--- src/rtl/pcs_pkg.sv ---
package pcs_pkg;
    typedef enum logic [1:0] {
        ST_EMPTY  = 2'd0,
        ST_ACTIVE = 2'd1,
        ST_STALL  = 2'd2
    } pcs_state_e;
endpackage

--- src/rtl/pcs_counter.sv ---
module pcs_counter #(
    parameter int CNT_W = 8
) (
    input  logic             clk,
    input  logic             rst_n,
    input  logic             inc_en,
    input  logic [CNT_W-1:0] inc_val,
    input  logic             dec,
    output logic [CNT_W-1:0] count,
    output logic             rem_zero,
    output logic             nxt_zero,
    output logic             hit_zero
);
    localparam logic [CNT_W-1:0] CNT_MAX = {CNT_W{1'b1}};

    logic [CNT_W-1:0] rem;
    logic [CNT_W:0]   sum;
    logic [CNT_W-1:0] nxt;

    always_comb begin
        rem = (dec && count != '0) ? count - 1'b1 : count;
        sum = {1'b0, rem} + {1'b0, (inc_en ? inc_val : '0)};
        nxt = sum[CNT_W] ? CNT_MAX : sum[CNT_W-1:0];
    end

    assign rem_zero = (rem == '0);
    assign nxt_zero = (nxt == '0);
    assign hit_zero = (count != '0) && (nxt == '0);

    always_ff @(posedge clk or negedge rst_n) begin
        if (!rst_n) count <= '0;
        else        count <= nxt;
    end
endmodule

--- src/rtl/pcs_flags.sv ---
module pcs_flags #(
    parameter int N = 8
) (
    input  logic         clk,
    input  logic         rst_n,
    input  logic [N-1:0] set,
    input  logic [N-1:0] clr,
    output logic [N-1:0] flags
);
    for (genvar i = 0; i < N; i++) begin : g_bit
        always_ff @(posedge clk or negedge rst_n) begin
            if (!rst_n)      flags[i] <= 1'b0;
            else if (set[i]) flags[i] <= 1'b1;
            else if (clr[i]) flags[i] <= 1'b0;
        end
    end
endmodule

--- src/rtl/pcs_fsm.sv ---
module pcs_fsm
    import pcs_pkg::*;
(
    input  logic clk,
    input  logic rst_n,
    input  logic cmp,
    input  logic chain,
    input  logic nxt_zero,
    output logic wait_buf
);
    pcs_state_e state, state_nx;

    always_ff @(posedge clk or negedge rst_n) begin
        if (!rst_n) state <= ST_EMPTY;
        else        state <= state_nx;
    end

    always_comb begin
        state_nx = state;
        unique case (state)
            ST_EMPTY: begin
                if (!nxt_zero)          state_nx = ST_ACTIVE;
                else if (cmp && chain)  state_nx = ST_STALL;
            end
            ST_ACTIVE: begin
                if (nxt_zero)           state_nx = (cmp && chain) ? ST_STALL : ST_EMPTY;
            end
            ST_STALL: begin
                if (!nxt_zero)          state_nx = ST_ACTIVE;
                else if (cmp && !chain) state_nx = ST_EMPTY;
            end
            default:                    state_nx = ST_EMPTY;
        endcase
    end

    always_comb begin
        wait_buf = (state == ST_STALL);
    end
endmodule

--- src/rtl/pkt_chain_stat.sv ---
module pkt_chain_stat #(
    parameter int CNT_W = 8,
    parameter int TAG_W = 8,
    parameter int NERR  = 3
) (
    input  logic              clk,
    input  logic              rst_n,
    input  logic              cfg_irq_en,
    input  logic              cfg_test_irq,
    input  logic              sw_inc_we,
    input  logic [CNT_W-1:0]  sw_inc_val,
    input  logic              sw_clr_we,
    input  logic [NERR+4:0]   sw_clr_mask,
    input  logic              done_vld,
    input  logic              done_chain,
    input  logic              done_irq_req,
    input  logic [TAG_W-1:0]  done_tag,
    input  logic [NERR-1:0]   done_err,
    output logic [CNT_W-1:0]  pkt_count,
    output logic [31:0]       status,
    output logic              wait_buf,
    output logic              irq
);
    localparam int NFLAG  = NERR + 5;
    localparam int B_CHN  = NERR;
    localparam int B_STL  = NERR + 1;
    localparam int B_ZERO = NERR + 2;
    localparam int B_DONE = NERR + 3;
    localparam int B_IRQ  = NERR + 4;
    localparam int PAD    = 32 - TAG_W - NFLAG;

    logic             rem_zero, nxt_zero, hit_zero;
    logic [NFLAG-1:0] set_v, clr_v, flags;
    logic [TAG_W-1:0] tag_q;

    pcs_counter #(.CNT_W(CNT_W)) u_cnt (
        .clk      (clk),
        .rst_n    (rst_n),
        .inc_en   (sw_inc_we),
        .inc_val  (sw_inc_val),
        .dec      (done_vld),
        .count    (pkt_count),
        .rem_zero (rem_zero),
        .nxt_zero (nxt_zero),
        .hit_zero (hit_zero)
    );

    pcs_fsm u_fsm (
        .clk      (clk),
        .rst_n    (rst_n),
        .cmp      (done_vld),
        .chain    (done_chain),
        .nxt_zero (nxt_zero),
        .wait_buf (wait_buf)
    );

    always_comb begin
        set_v              = '0;
        set_v[NERR-1:0]    = done_err;
        set_v[B_CHN]       = done_vld && !done_chain && !rem_zero;
        set_v[B_STL]       = done_vld && done_chain && rem_zero;
        set_v[B_ZERO]      = hit_zero;
        set_v[B_DONE]      = done_vld && done_irq_req;
        set_v[B_IRQ]       = (|set_v[B_CHN:0]) | set_v[B_ZERO] | set_v[B_DONE]
                           | (set_v[B_STL] & cfg_test_irq);
        clr_v              = sw_clr_we ? sw_clr_mask : '0;
    end

    pcs_flags #(.N(NFLAG)) u_flg (
        .clk   (clk),
        .rst_n (rst_n),
        .set   (set_v),
        .clr   (clr_v),
        .flags (flags)
    );

    always_ff @(posedge clk or negedge rst_n) begin
        if (!rst_n)        tag_q <= '0;
        else if (done_vld) tag_q <= done_tag;
    end

    assign status = {tag_q, {PAD{1'b0}}, flags};
    assign irq    = flags[B_IRQ] & cfg_irq_en;
endmodule

--- config.mk ---
export PLATFORM = sky130hd
export DESIGN_NAME = pkt_chain_stat
export DESIGN_NICKNAME = d
export VERILOG_FILES = /design/src/rtl/pcs_pkg.sv /design/src/rtl/pcs_counter.sv /design/src/rtl/pcs_flags.sv /design/src/rtl/pcs_fsm.sv /design/src/rtl/pkt_chain_stat.sv
export SDC_FILE = /design/constraint.sdc
export NUM_CORES = 1
export LEC_CHECK = 0
export BUFFER_PORTS_ARGS = -buffer_cell sky130_fd_sc_hd__buf_2
export CORE_MARGIN = 2
export CORE_UTILIZATION = 47
export CTS_CLUSTER_SIZE = 28
export DETAILED_ROUTE_END_ITERATION = 16
export HOLD_SLACK_MARGIN = 0.15
export PLACE_DENSITY = 0.79
export SYNTH_ARGS = -nofsm -noshare
export SYNTH_HDL_FRONTEND = slang
export SYNTH_HIERARCHICAL = 1
export SYNTH_SLANG_ARGS = --single-unit
--- constraint.sdc ---
create_clock -name clk -period 4.3 [get_ports clk]
set_input_delay 0.43 -clock clk [delete_from_list [all_inputs] [get_ports clk]]
set_output_delay 0.43 -clock clk [all_outputs]
set_load 0.02 [all_outputs]
After elaboration in Yosys (flattened, before gate mapping)
Cells that the tools add are included.
Widths: inputs -> output; s select.
{ "op_classes": {"addsub": 2, "eq_ne": 5, "n_mux": 27, "bitwise_logic": 5, "n_reduce_logical": 23} }
{ "ops": {"columns": ["operator", "n"], "rows": [
  ["$mux 8", 4],
  ["$logic_not 8->1", 2],
  ["$mux 1", 16],
  ["$reduce_bool 2->1", 8],
  ["$mux 2", 6],
  ["$add 8x8->9", 1],
  ["$reduce_bool 8->1", 1],
  ["$sub 8x1->8 const B", 1],
  ["$logic_and 1x1->1", 7],
  ["$ne 3x3->1 const B", 2],
  ["$pmux 2 s3", 1],
  ["$reduce_or 4->1", 1],
  ["$or 1x1->1", 3],
  ["$reduce_and 3->1", 1],
  ["$and 1x1->1", 2],
  ["$eq 2x1->1 const B", 1],
  ["$eq 2x2->1 const B", 1],
  ["$logic_not 1->1", 2],
  ["$logic_not 2->1", 1],
  ["$ne 2x1->1 const B", 1]
]} }
{ "totals": {"reg_bits": 26, "inputBits": 36, "out_inout_bits": 42, "elab_cells": 73} }

Depth between registers and ports, before layout
Gate-level depths: netlist (run 1).
{ "depth": {"word_depth": 11, "depth_mapped": 17, "ltp_nobuf": 17} }

Cells and area by module
The synthesis (run 1) kept the hierarchy.
{ "by_module_without_submodules": {"columns": ["mod", "n_inst", "cells_per_inst", "area_each_um2"], "rows": [
  ["pcs_counter", 1, 105, 883.3],
  ["pkt_chain_stat", 1, 49, 519.2],
  ["pcs_flags", 1, 24, 290.3],
  ["pcs_fsm", 1, 7, 85.1]
]} }

Least setup slack after synthesis (run 1)
No wires, ideal clock.
{ "synth_path": {"kind": "register to register", "startpoint": "register u_cnt.count[0]", "endpoint": "register u_flg.flags[7]", "setup_ns": 0.118, "arrival_time_ns": 3.803, "t_required_ns": 4.182, "slack_ns": 0.379, "stages_incl_launch_ff": 17, "n_path_buf": 0, "period_less_slack_ns": 3.921, "cell_sequence": "dfrtp_1 -> inv_1 -> ha_1 -> nor3b_2 -> nand2_1 -> or3b_2 -> xnor2_1 -> ha_1 -> a21o_1 -> a21o_1 -> o21a_1 -> o221ai_1 -> nor3b_1 -> or4_1 -> or3_1 -> a21o_1 -> a21o_1"} }
{ "synth_via": {"elab_chain_cells": 11} }
{ "synth_lines": {"columns": ["item", "line", "source"], "rows": [
  ["from (decl)", "pcs_counter.sv:9", "output logic [CNT_W-1:0] count,"],
  ["from (signal assigned)", "pcs_counter.sv:32", "else count <= nxt;"],
  ["parallel branches: the longest is 6 deep, another holds $add 8x8->9", null, null],
  ["$logic_and 1x1->1 (*)", "pcs_counter.sv:28", "assign hit_zero = (count != '0) && (nxt == '0);"],
  ["net hit_zero", "pkt_chain_stat.sv:32", "logic rem_zero, nxt_zero, hit_zero;"],
  ["$or 1x1->1 (*) (2 in a row)", "pkt_chain_stat.sv:64", "set_v[B_IRQ] = (|set_v[B_CHN:0]) | set_v[B_ZERO] | set_v[B_DONE]"],
  ["$or 1x1->1 (*)", "pkt_chain_stat.sv:65", "| (set_v[B_STL] & cfg_test_irq);"],
  ["net set_v[7]", "pkt_chain_stat.sv:33", "logic [NFLAG-1:0] set_v, clr_v, flags;"],
  ["$mux 1 or $reduce_bool 2->1 (tied branches)", null, null],
  ["to (signal, indexed assignment)", "pcs_flags.sv:12", "if (!rst_n) flags[i] <= 1'b0;"],
  ["to (signal, indexed assignment)", "pcs_flags.sv:13", "else if (set[i]) flags[i] <= 1'b1;"],
  ["to (signal, indexed assignment)", "pcs_flags.sv:14", "else if (clr[i]) flags[i] <= 1'b0;"],
  ["to (decl)", "pcs_flags.sv:8", "output logic [N-1:0] flags"]
]} }
Mark *: on every way through the listed nets, which the timed path passes.
A chain may end at the register's enable or synchronous reset.

Worst setup path in the final report (run 1)
Ends and elaborated chain as after synthesis.

==> flow_metrics.tcl, run 1 <==
set metrics [dict create \
    pre_cts_ws_ns 0.2968 \
    synth-compound-area-share_pct 14.99 \
    finalSetupViolCount 0 \
    viasPerCell 5.047 \
    hold_buffers 0 \
    worst_setup_path_start_kind "flop" \
    rows 22 \
    synth.distinct_cells 41 \
    antenna_cells 0 \
    cts_resized 0 \
    drtIter0Drc 80 \
    cts-root-buf "clkbuf_8" \
    insertion_delay_ns 0.26 \
    synth_top_family_by_area "simple AND/OR/NAND/NOR gates" \
    synth-xor-area-share_pct 3.448 \
    synth-simple-area-share_pct 19.85 \
    synth_mux_area_share_pct 7.178 \
    ys_seq_area_share_pct 36.59 \
    syn_avg_cell_area_sq_um 9.611 \
    vias 1499 \
    grt_pass1_wl_microns 6230 \
    post_cts_buffers 0 \
    criticalPathCategory "flop to flop" \
    cp.required_ns 4.46 \
    detail-route-antenna-nets 0 \
    slew_viol_final 0 \
    leakagePower_nw 1.066 \
    status "complete, no violations" \
    rsz0062_at_grt "no" \
    worstPathMaxFanout 6 \
    timing.rr.start "u_cnt/count[0]" \
    synthCells 185 \
    crit_path_end_kind "flop" \
    htreeDepth 1 \
    ys_ff_latch 26 \
    wl_microns 3798 \
    max-vdd-ir-drop_uv 249.3 \
    hp-class "primary input to async pin" \
    antenna_found_initial 0 \
    gr-total-overflow 0 \
    drive_gt1_share_pct 34.54 \
    crit_start "u_cnt/count[0]" \
    cts_buffer_depth 2 \
    power.density_nw_per_um2 477.2 \
    drc 0 \
    dp.final_hpwl_microns 3202 \
    grt_pass1_vias 1409 \
    ys_async_sr_fraction_pct 100.0 \
    finalCritPeriodShare_pct 93.59 \
    maxCapViolations 0 \
    ys_warn_count 6 \
    initial_core_util_pct 48.56 \
    cts_buffers 3 \
    tightest_slew_ns 0.5686 \
    hold_viol 0 \
    fp.dieW_microns 65.51 \
    fin_crit_ns 4.024 \
    arrival_ns 4.19 \
    fin_skew_ns 0.006039 \
    slew_headroom_pct 62.10 \
    core_sq_um 3661 \
    fin_setup_tns_ns 0 \
    routabilityCongestion 0.8823 \
    synth-edff-count 0 \
    synthAdderAreaFrac_pct 8.163 \
    die_height_microns 65.51 \
    area_growth_pct 20.90 \
    cts_tree "yes" \
    port-buffer-count 61 \
    routedWlPerCell_microns 12.79 \
    clkSinkCount 26 \
    drt_first_pass_iters 4 \
    setup_slack_ns 0.2757 \
    layout.nets 297 \
    grt_max_degree 27 \
    ios 78 \
    synth.cell_area_sq_um 1778 \
    max_freq_mhz 248.5 \
    dieArea_sq_um 4291 \
    grt_usage_pct 18.48 \
    path_clk_slew_ns 0.09 \
    ys.flop_type "dfrtp_1" \
]
-- per-layer routing --
metal  GRT usage [%]  part of all wire [%]  vias to the layer above
met5               0                     0                        -
met3           2.740                   5.2                        2
met1           24.01                    42                      708
li1                -                     -                      746
met4           3.125                  0.61                        0
met2           33.04                    52                       43
-- area by class of cell --
type                    count  area [sq um]
clock buffers               4         55.05
flip-flops and latches     26         651.9
repair buffers             62         312.8
fillers                   337          1511
multi-input cells         145          1025
inverters                  12         45.04
well taps                  48         60.06
-- stage by stage --
stage          power, mW  cells  cell area (sq um)  util (%)  hold slack (ns)
2_1_floorplan     0.7173    200               1834         -           0.1344
3_3_place_gp      0.8565    293               2082     56.87           0.4538
3_5_place_dp      0.8646    293               2082     56.87           0.4564
4_1_cts            1.022    297               2137     58.37           0.1645
5_1_grt            1.101    297               2150     58.71           0.1939
6_report           1.026    297               2150     58.71           0.1474
-- Yosys cell counts (all sizes together), types with 6 or more instances --
cell / count / area share, %
a21oi: 10 / 2.8
nand3: 6 / 1.7
a21o: 12 / 5.1
nand2: 11 / 2.5
o21ai: 6 / 1.7
inv: 12 / 2.5
dfrtp: 26 / 37
mux2: 11 / 7.2
ha: 10 / 7.0
buf: 17 / 7.0
and2: 18 / 6.5
-- state kept, by name (all words and copies together) (netlist names) --
signal       count
tag_q            8
u_cnt/count      8
u_flg/flags      8
u_fsm/state      2
-- critical path: stages, from the launching register on --
cell and delay [ns]:
dfrtp_2 0.41, inv_1 0.07, ha_1 0.21, nor3b_4 0.17
nand2_1 0.13, or3b_2 0.46, xnor2_1 0.15, ha_1 0.36
a21o_1 0.23, a21o_1 0.19, o21a_1 0.19, o221ai_1 0.25
nor3b_2 0.09, or4_1 0.39, or3_1 0.31, a21o_1 0.16
a21o_1 0.15
-- logic make-up after synthesis --
group                      after synthesis
and+or+nand+nor                         62
AOI/OAI and AO/OA                       38
buffers and inverters                   29
DFF                                     26
adders and majority gates               11
muxes                                   11
xor gates and xnor gates                 7
other                                    1
-- worst paths after layout --
| kind | endpoint | slack [ns] | depth (start not counted) |
|---|---|---|---|
| max | u_flg/flags[7] | 0.28 | 16 |
| min reg2reg | u_flg/flags[4] | 0.48 | 1 |
| min | u_flg/flags[6] | 0.15 | 1 |
| min in group clk | u_flg/flags[1] | 0.37 | 2 |
| max in group asynchronous | u_cnt/count[0] | 3.75 | 1 |
| max reg2reg | u_flg/flags[7] | 0.28 | 16 |
-- layout by cell type, fill, tap and decap left out, drive strengths merged, types with 2 or more instances in the layout --
| master | instances |
|---|---|
| buf | 62 |
| dfrtp | 26 |
| and2 | 18 |
| conb | 16 |
| a21o | 12 |
| inv | 12 |
| mux2 | 11 |
| nand2 | 11 |
| a21oi | 10 |
| ha | 10 |
| nand3 | 6 |
| o21ai | 6 |
| nor2 | 5 |
| nor3 | 5 |
| clkbuf | 4 |
| xnor2 | 4 |
| or3 | 3 |
| xor2 | 3 |
| nor3b | 3 |
| and3 | 2 |
| or4 | 2 |
| nand4 | 2 |
| o21a | 2 |
| nand2b | 2 |
| a2111oi | 2 |
-- where the power goes --
| group | internal (mW) | switching [mW] | leakage (nW) | total (mW) |
|---|---|---|---|---|
| Combinational | 0.212 | 0.314 | 0.748 | 0.527 |
| Sequential | 0.291 | 0.0558 | 0.289 | 0.347 |
| Clock | 0.0816 | 0.0704 | 0.0288 | 0.152 |
Power figures use the tool's default switching activity.
==> run 2: changes to the inputs <==
--- a/config.mk
+++ b/config.mk
@@ -11,6 +11,7 @@
 export CTS_CLUSTER_SIZE = 28
 export DETAILED_ROUTE_END_ITERATION = 16
 export HOLD_SLACK_MARGIN = 0.15
+export MAX_ROUTING_LAYER = met4
 export PLACE_DENSITY = 0.79
 export SYNTH_ARGS = -nofsm -noshare
 export SYNTH_HDL_FRONTEND = slang
==> flow_metrics.tcl, run 2 (synthesis results as in run 1) <==
set metrics [dict create \
    antenna_found_initial 0 \
    cts-root-buf "clkbuf_8" \
    finalSetupViolCount 0 \
    area_growth_pct 20.69 \
    cp.required_ns 4.51 \
    drt_first_pass_iters 4 \
    worst_setup_path_start_kind "flop" \
    clkSinkCount 26 \
    ios 78 \
    vias 1504 \
    leakagePower_nw 1.064 \
    dp.final_hpwl_microns 3150 \
    grt_usage_pct 19.13 \
    maxCapViolations 0 \
    fp.dieW_microns 65.51 \
    die_height_microns 65.51 \
    max-vdd-ir-drop_uv 306.1 \
    wl_microns 3872 \
    fin_crit_ns 4.088 \
    cts_buffers 3 \
    tightest_slew_ns 0.5729 \
    drtIter0Drc 80 \
    layout.nets 297 \
    viasPerCell 5.064 \
    routedWlPerCell_microns 13.04 \
    cts_buffer_depth 2 \
    status "complete, no violations" \
    insertion_delay_ns 0.27 \
    post_cts_buffers 0 \
    cts_tree "yes" \
    fin_setup_tns_ns 0 \
    hold_viol 0 \
    gr-total-overflow 0 \
    grt_max_degree 27 \
    top_regs "tag_q: 8 flops, u_cnt/count: 8 flops, u_flg/flags: 8 flops" \
    finalCritPeriodShare_pct 95.07 \
    worstPathMaxFanout 5 \
    drc 0 \
    grt_pass1_wl_microns 6279 \
    hp-class "primary input to async pin" \
    fin_area_sq_um 2146 \
    drive_gt1_share_pct 34.14 \
    path_clk_slew_ns 0.09 \
    port-buffer-count 61 \
    htreeDepth 1 \
    nFillCells 339 \
    placement.cell_area_sq_um 2082 \
    slew_viol_final 0 \
    power.density_nw_per_um2 482.0 \
    routabilityCongestion 0.9010 \
    detail-route-antenna-nets 0 \
    criticalPathCategory "flop to flop" \
    slew_headroom_pct 61.81 \
    crit_path_end_kind "flop" \
    initial_core_util_pct 48.56 \
    mostFrequentLayoutCells "buf_2 (61), dfrtp_1 (25), and2_1 (17)" \
    rows 22 \
    dieArea_sq_um 4291 \
    core_sq_um 3661 \
    final_common_cell "buf_2" \
    fin_skew_ns 0.009660 \
    max_freq_mhz 244.6 \
    grt_pass1_vias 1381 \
    hold_buffers 0 \
    antenna_cells 0 \
    arrival_ns 4.30 \
]
-- run 2: power breakdown --
group | total, mW | switching, mW | internal (mW)
Combinational | 0.535 | 0.320 | 0.214
Sequential | 0.346 | 0.0550 | 0.291
Clock | 0.153 | 0.0717 | 0.0817
Total | 1.03 | 0.447 | 0.587
-- run 2: final cells by class --
class	count	area [sq um]	area share, %
multi-input combinational	145	1021	47.58
sequential	26	651.9	30.38
timing repair buffer	62	312.8	14.58
tap	48	60.06	2.799
clock buffer	4	55.05	2.566
inverter	12	45.04	2.099
-- run 2: routing by layer --
| layer | vias to the layer above | part of all wire [%] | track usage (%) | wire [microns] |
|---|---|---|---|---|
| li1 | 744 | - | - | - |
| met4 | 0 | 0.65 | 3.906 | 25 |
| met1 | 702 | 44 | 24.86 | 1712 |
| met5 | - | 0 | - | 0 |
| met3 | 2 | 4.7 | 2.568 | 182 |
| met2 | 56 | 50 | 32.27 | 1952 |
-- run 2: final timing paths --
| kind | startpoint | end | slack (ns) | cells past startpoint |
|---|---|---|---|---|
| setup / recovery | u_cnt/count[0] | u_flg/flags[7] | 0.21 | 17 |
| setup reg to reg | u_cnt/count[0] | u_flg/flags[7] | 0.21 | 17 |
| min in group clk | done_err[1] | u_flg/flags[1] | 0.36 | 2 |
| hold reg to reg | u_flg/flags[2] | u_flg/flags[2] | 0.48 | 1 |
| max in group asynchronous | rst_n | u_cnt/count[0] | 3.75 | 1 |
| hold / removal | rst_n | u_flg/flags[6] | 0.15 | 1 |
-- run 2: critical path: stages (launching register included) --
cell,delay (ns)
dfrtp_2,0.44
inv_1,0.09
ha_1,0.20
nor3b_4,0.29
nand2_1,0.17
nand2_1,0.18
xnor2_1,0.11
ha_1,0.23
fa_1,0.42
and3_1,0.21
or3_1,0.38
a2111oi_1,0.41
o221ai_1,0.22
nor3b_1,0.29
or4_1,0.15
or3_1,0.09
a21o_1,0.08
a21o_1,0.08
-- run 2: stage by stage --
step	instances	hold slack [ns]	setup WS, ns	total power, mW	util (%)
2_1_floorplan	200	0.1344	0.3786	0.7173	-
3_3_place_gp	293	0.4544	0.3702	0.8573	56.87
3_5_place_dp	293	0.4622	0.2647	0.8664	56.87
4_1_cts	297	0.1652	0.2342	1.025	58.37
5_1_grt	297	0.1964	-0.01998	1.113	58.61
6_report	297	0.1459	0.2120	1.034	58.61
-- run 2: what timing repair did --
item                       4_1_cts  5_1_grt
gates resized for setup          0        3
hold endpoints to repair         0        0
setup endpoints to repair        0        1
